## src/rtl/gpio_hm_pkg.sv

```systemverilog
package gpio_hm_pkg;
  localparam int PIN_W     = 32;
  localparam int HALF_W    = PIN_W / 2;
  localparam int ADDR_W    = 8;
  localparam int NUM_STORE = 11;
  localparam int IDX_W     = $clog2(NUM_STORE);

  // Slot = address bits [7:3]; bit 2 picks the half
  localparam int LAST_PLAIN_SLOT = 9;
  localparam int EOI_SLOT        = 12;
  localparam int EXT_SLOT        = 14;
  localparam int VER_SLOT        = 15;
  localparam int EOI_IDX         = 10;
  localparam logic [31:0] VERSION_WORD = 32'h0100_0C2B;

  typedef enum logic [1:0] {
    ACC_STORE = 2'd0,
    ACC_EXT   = 2'd1,
    ACC_VER   = 2'd2,
    ACC_NONE  = 2'd3
  } acc_kind_e;

  typedef struct packed {
    acc_kind_e        kind;
    logic [IDX_W-1:0] idx;
    logic             hi;
  } acc_dec_t;

  // New half value: enable bits come from the upper halfword of the bus word
  function automatic logic [HALF_W-1:0] merge_masked(input logic [HALF_W-1:0] old_v,
                                                     input logic [2*HALF_W-1:0] word);
    logic [HALF_W-1:0] en;
    en = word[2*HALF_W-1:HALF_W];
    return (old_v & ~en) | (word[HALF_W-1:0] & en);
  endfunction

  function automatic acc_dec_t decode_addr(input logic [ADDR_W-1:0] a);
    acc_dec_t d;
    int unsigned slot;
    slot   = int'(a[ADDR_W-1:3]);
    d.hi   = a[2];
    d.idx  = '0;
    d.kind = ACC_NONE;
    if (slot <= LAST_PLAIN_SLOT) begin
      d.kind = ACC_STORE;
      d.idx  = IDX_W'(slot);
    end else if (slot == EOI_SLOT) begin
      d.kind = ACC_STORE;
      d.idx  = IDX_W'(EOI_IDX);
    end else if (slot == EXT_SLOT && !a[2]) begin
      d.kind = ACC_EXT;
    end else if (slot == VER_SLOT && !a[2]) begin
      d.kind = ACC_VER;
    end
    return d;
  endfunction
endpackage

```

## src/rtl/gpio_hm_decode.sv

```systemverilog
module gpio_hm_decode
  import gpio_hm_pkg::*;
(
  input  logic [ADDR_W-1:0] addr,
  output acc_dec_t          dec
);
  always_comb dec = decode_addr(addr);
endmodule

```

## src/rtl/gpio_hm_half.sv

```systemverilog
module gpio_hm_half
  import gpio_hm_pkg::*;
(
  input  logic                clk,
  input  logic                rst_n,
  input  logic                we,
  input  logic [2*HALF_W-1:0] word,
  output logic [HALF_W-1:0]   q
);
  always_ff @(posedge clk or negedge rst_n) begin
    if (!rst_n)  q <= '0;
    else if (we) q <= merge_masked(q, word);
  end
endmodule

```

## src/rtl/gpio_hm_sync.sv

```systemverilog
module gpio_hm_sync #(
  parameter int W      = 32,
  parameter int STAGES = 2
) (
  input  logic         clk,
  input  logic         rst_n,
  input  logic [W-1:0] d,
  output logic [W-1:0] q
);
  logic [W-1:0] stage [STAGES];

  always_ff @(posedge clk or negedge rst_n) begin
    if (!rst_n) begin
      for (int s = 0; s < STAGES; s++) stage[s] <= '0;
    end else begin
      stage[0] <= d;
      for (int s = 1; s < STAGES; s++) stage[s] <= stage[s-1];
    end
  end

  assign q = stage[STAGES-1];
endmodule

```

## src/rtl/gpio_halfmask_port.sv

```systemverilog
module gpio_halfmask_port
  import gpio_hm_pkg::*;
(
  input  logic              clk,
  input  logic              rst_n,
  input  logic              bus_sel,
  input  logic              bus_wr,
  input  logic [ADDR_W-1:0] bus_addr,
  input  logic [31:0]       bus_wdata,
  output logic [31:0]       bus_rdata,
  input  logic [PIN_W-1:0]  pin_in,
  output logic [PIN_W-1:0]  pin_out,
  output logic [PIN_W-1:0]  pin_oe
);
  localparam int DATA_IDX = 0;
  localparam int DIR_IDX  = 1;

  acc_dec_t          dec;
  logic              wr_fire;
  logic              store_hit;
  logic [PIN_W-1:0]  store_q [NUM_STORE];
  logic [PIN_W-1:0]  ext_q;
  logic [HALF_W-1:0] sel_half;

  gpio_hm_decode u_dec (.addr(bus_addr), .dec(dec));

  assign wr_fire   = bus_sel && bus_wr;
  assign store_hit = (dec.kind == ACC_STORE);

  for (genvar r = 0; r < NUM_STORE; r++) begin : g_reg
    for (genvar h = 0; h < 2; h++) begin : g_half
      logic we_h;
      assign we_h = wr_fire && store_hit && (dec.idx == IDX_W'(r)) && (dec.hi == 1'(h));
      gpio_hm_half u_half (
        .clk  (clk),
        .rst_n(rst_n),
        .we   (we_h),
        .word (bus_wdata),
        .q    (store_q[r][h*HALF_W +: HALF_W])
      );
    end
  end

  gpio_hm_sync #(.W(PIN_W), .STAGES(2)) u_sync (
    .clk(clk), .rst_n(rst_n), .d(pin_in), .q(ext_q)
  );

  assign sel_half = dec.hi ? store_q[dec.idx][PIN_W-1:HALF_W]
                           : store_q[dec.idx][HALF_W-1:0];

  always_comb begin
    bus_rdata = '0;
    if (bus_sel && !bus_wr) begin
      unique case (dec.kind)
        ACC_STORE: bus_rdata = {{(32-HALF_W){1'b0}}, sel_half};
        ACC_EXT:   bus_rdata = ext_q;
        ACC_VER:   bus_rdata = VERSION_WORD;
        default:   bus_rdata = '0;
      endcase
    end
  end

  assign pin_out = store_q[DATA_IDX];
  assign pin_oe  = store_q[DIR_IDX];
endmodule

```

## config.mk

```make
export PLATFORM = sky130hd
export DESIGN_NAME = gpio_halfmask_port
export DESIGN_NICKNAME = d
export VERILOG_FILES = /design/src/rtl/gpio_hm_pkg.sv /design/src/rtl/gpio_hm_decode.sv /design/src/rtl/gpio_hm_half.sv /design/src/rtl/gpio_hm_sync.sv /design/src/rtl/gpio_halfmask_port.sv
export SDC_FILE = /design/constraint.sdc
export NUM_CORES = 1
export LEC_CHECK = 0
export ABC_AREA = 1
export CAP_MARGIN = 20
export CORE_UTILIZATION = 44
export DETAILED_ROUTE_END_ITERATION = 8
export SYNTH_ARGS = -nofsm -noshare
export SYNTH_HDL_FRONTEND = slang
export SYNTH_SLANG_ARGS = --single-unit
```

## constraint.sdc

```tcl
create_clock -name clk -period 5 [get_ports clk]
set_input_delay 1 -clock clk [delete_from_list [all_inputs] [get_ports clk]]
set_output_delay 1 -clock clk [all_outputs]
set_load 0.02 [all_outputs]
```

==> impl_metrics.yaml <==
layout:
  diodes: 0
  final_cell_mix: "972 x nand2_1, 416 x dfrtp_1, 204 x inv_1"
  multiInputGateArea_um2: 8340
  nFillCells: 4382
  utilization: 0.542
  layoutNonFillerInstCount: 3426
  layout-area-overhead-vs-synth_pct: 21.1
  final_nets: 2867
  register_area_um2: 10400
  final_common_cell: "nand2_1"
  finalInstanceArea_um2: 24600
  drive_above_1_share: 0.0789
yosys:
  synth_area_leader_cell: "dfrtp_1"
  syn-num-nets: 2744
  synth-simple-area-share: 0.251
  synth_xor_area_frac: 0
  yosys_warnings: 0
  synth_cells: 2668
  syn_area_um2: 20300
  ys_ff_latch: 416
  synth-compound-area-share: 0.158
  ys_top_cells_by_area: "dfrtp_1 51%, nand2_1 18%, o21ai_0 4.6%, a21oi_1 4.5%, a31oi_1 3.9%"
  synth_top_area_share: 0.512
  synth_cell_types: 30
  synth-seq-area-share: 0.512
  synthAdderAreaFrac: 0
  syn-mean-instance-area_um2: 7.63
  synth.mux.area_fraction: 0
  synth_top_family_by_area: "simple AND/OR/NAND/NOR gates"
timing:
  period_share: 0.955
  fin_tns_setup_ns: 0
  post-route-min-period_ns: 4.78
  hold_violations: 0
  worstMarginPinSlew_ns: 1.11
  setup_ws_ns: 0.224
  fin_skew_ns: 0.00692
  clock.fmax_mhz: 209
  maxSlewHeadroom: 0.255
  rsz0062_at_grt: "false"
  drv_slew: 0
  finalSetupViolCount: 0
pwr:
  intPower_mw: 6.07
  p_comb_frac: 0.152
  leakage_nw: 11.7
  switchingPower_mw: 2.32
  clockPowerShare: 0.407
  sw_frac_of_total: 0.277
  ir_drop_mv: 0.219
  seq_power_share: 0.441
  powerDensity_nw_per_um2: 341
global_routing:
  grt_overflow: 0
  grt_usage: 0.281
  grt_pass1_vias: 17740
  grt_max_degree: 117
  grt_pass1_wl_um: 102000
  antenna_found_initial: 1
worst_hold_path:
  hp-class: "register to register"
  worstHoldStart: "u_sync.stage[34]$_DFF_PN0_"
drt:
  via_count: 18376
  antenna_left: 0
  viasPerCell: 5.36
  drtPass1Iterations: 6
  wl_per_cell_um: 18.9
  wirelength_um: 64600
  drc_errors: 0
  drtIter0Drc: 1671
critical_path:
  worst_path_max_delay_cell: "clkdlybuf4s50_1"
  rr_worst_depth: 2
  path_cells: "clkdlybuf4s50_1, nor2_1, nand3_2, nand2_2, nand2_4, buf_12, nor2_4, buf_12, nand2_1, nand3_1, nand3_1, nand2_1, nand3_1, a21oi_1, clkdlybuf4s50_1"
  cp.arrival_ns: 3.78
  crit_path_start_kind: "primary input"
  cp-end-kind: "output port"
  worstSetupEndpoint: "bus_rdata[14]"
  critPathKind: "primary input to output port"
  critPathMostFrequentCell: "nand3_1"
  critPathRequiredTime_ns: 4.00
  reg2reg_setup_slack_ns: 4.20
  cpPeakStageDelay_ns: 0.64
  cp_max_fo: 23
  startpoint: "bus_addr[3]"
run:
  max_cap_viol_count: 0
floorplanning:
  initial_core_util: 0.447
  chipWidth_um: 217
  die_area_um2: 47100
  fp.dieH_um: 217
  core_area_um2: 45500
  io_pins: 172
  row_count: 78
clocking:
  htreeDepth: 2
  numCtsBuffers: 47
  insertion_delay_ns: 0.59
  ctsLongestPathBuffers: 3
  clock-root-buffer: "clkbuf_16"
  cts_tree: "done"
  post_cts_buffers: 0
  clk_pin_slew_ns: 0.06
  cts_num_sinks: 416
place:
  gp_congestion: 0.906
  portBuffers: 169
  dp.cells: 3334
  dpl_worst_slack_ns: 0.0282
  place_area_um2: 22900
  place_hpwl_um: 40200
outcome:
  status: "finished, final reports clean"
[through the flow]
stage | hold slack, ns | power (mW)
final | 0.338 | 8.39
after global routing | 0.353 | 8.79
after CTS | 0.337 | 8.47
after detailed placement | 0.335 | 5.01
after global placement | 0.332 | 4.99
after floorplan | 0.331 | 4.46
[power groups by stage]
| stage | clock [mW] | combinational, mW | sequential (mW) |
|---|---|---|---|
| finish | 3.42 | 1.27 | 3.70 |
| global route | 3.64 | 1.43 | 3.73 |
| detailed placement | 0 | 1.26 | 3.76 |
| floorplan | 0 | 0.655 | 3.80 |
| CTS | 3.50 | 1.26 | 3.70 |
| global placement | 0 | 1.24 | 3.75 |
[worst max-delay path: cells and delay by family]
kind	cells	cell delay, ns
AOI/OAI and AO/OA	1	0.16
buffers and inverters	4	1.55
and+or+nand+nor	10	1.06
[layout make-up]
type | instances | area share
inverter | 213 | 0.0325
clock buffer | 71 | 0.0563
tap | 600 | 0.0305
sequential | 416 | 0.423
timing repair buffer | 266 | 0.114
clock inverter | 13 | 0.00513
multi-input combinational | 1847 | 0.339
[cells in the mapped netlist, drive strengths merged]
master  instances
a21boi          1
a21oi         183
a31oi         128
buf            63
clkbuf        129
clkinv          1
dfrtp         416
inv           212
nand2         980
nand3         101
nand4           5
nor2          132
nor3           10
nor3b           7
nor4            2
o21ai         297
or2             1
[worst min path at each step]
stage / depth (start not counted) / endpoint / slack (ns)
2_1_floorplan: 0 / u_sync.q[0]$_DFF_PN0_ / 0.33
3_3_place_gp: 0 / u_sync.q[25]$_DFF_PN0_ / 0.33
3_5_place_dp: 0 / u_sync.q[14]$_DFF_PN0_ / 0.33
4_1_cts: 0 / u_sync.q[2]$_DFF_PN0_ / 0.34
5_1_grt: 0 / u_sync.q[19]$_DFF_PN0_ / 0.35
6_report: 0 / u_sync.q[2]$_DFF_PN0_ / 0.34
[cell families (layout without fill, tap and decap cells)]
group,Yosys count,count (layout)
AOI/OAI and AO/OA,609,609
buffers and inverters,405,563
DFF,416,416
and+or+nand+nor,1238,1238
[what timing repair did]
item | in CTS | in global routing
hold buffers | 0 | 0
resized for setup | 0 | 17
setup endpoints to repair | 0 | 16
[per-layer routing]
layer  wire length (µm)  GRT usage  up-vias
met5                  0          0        -
met4               2610      0.116        0
met3               3580     0.0414      118
met2              29700      0.455      550
met1              28800      0.378     8849
li1                   -          -     8859
Power figures use the tool's default switching activity.
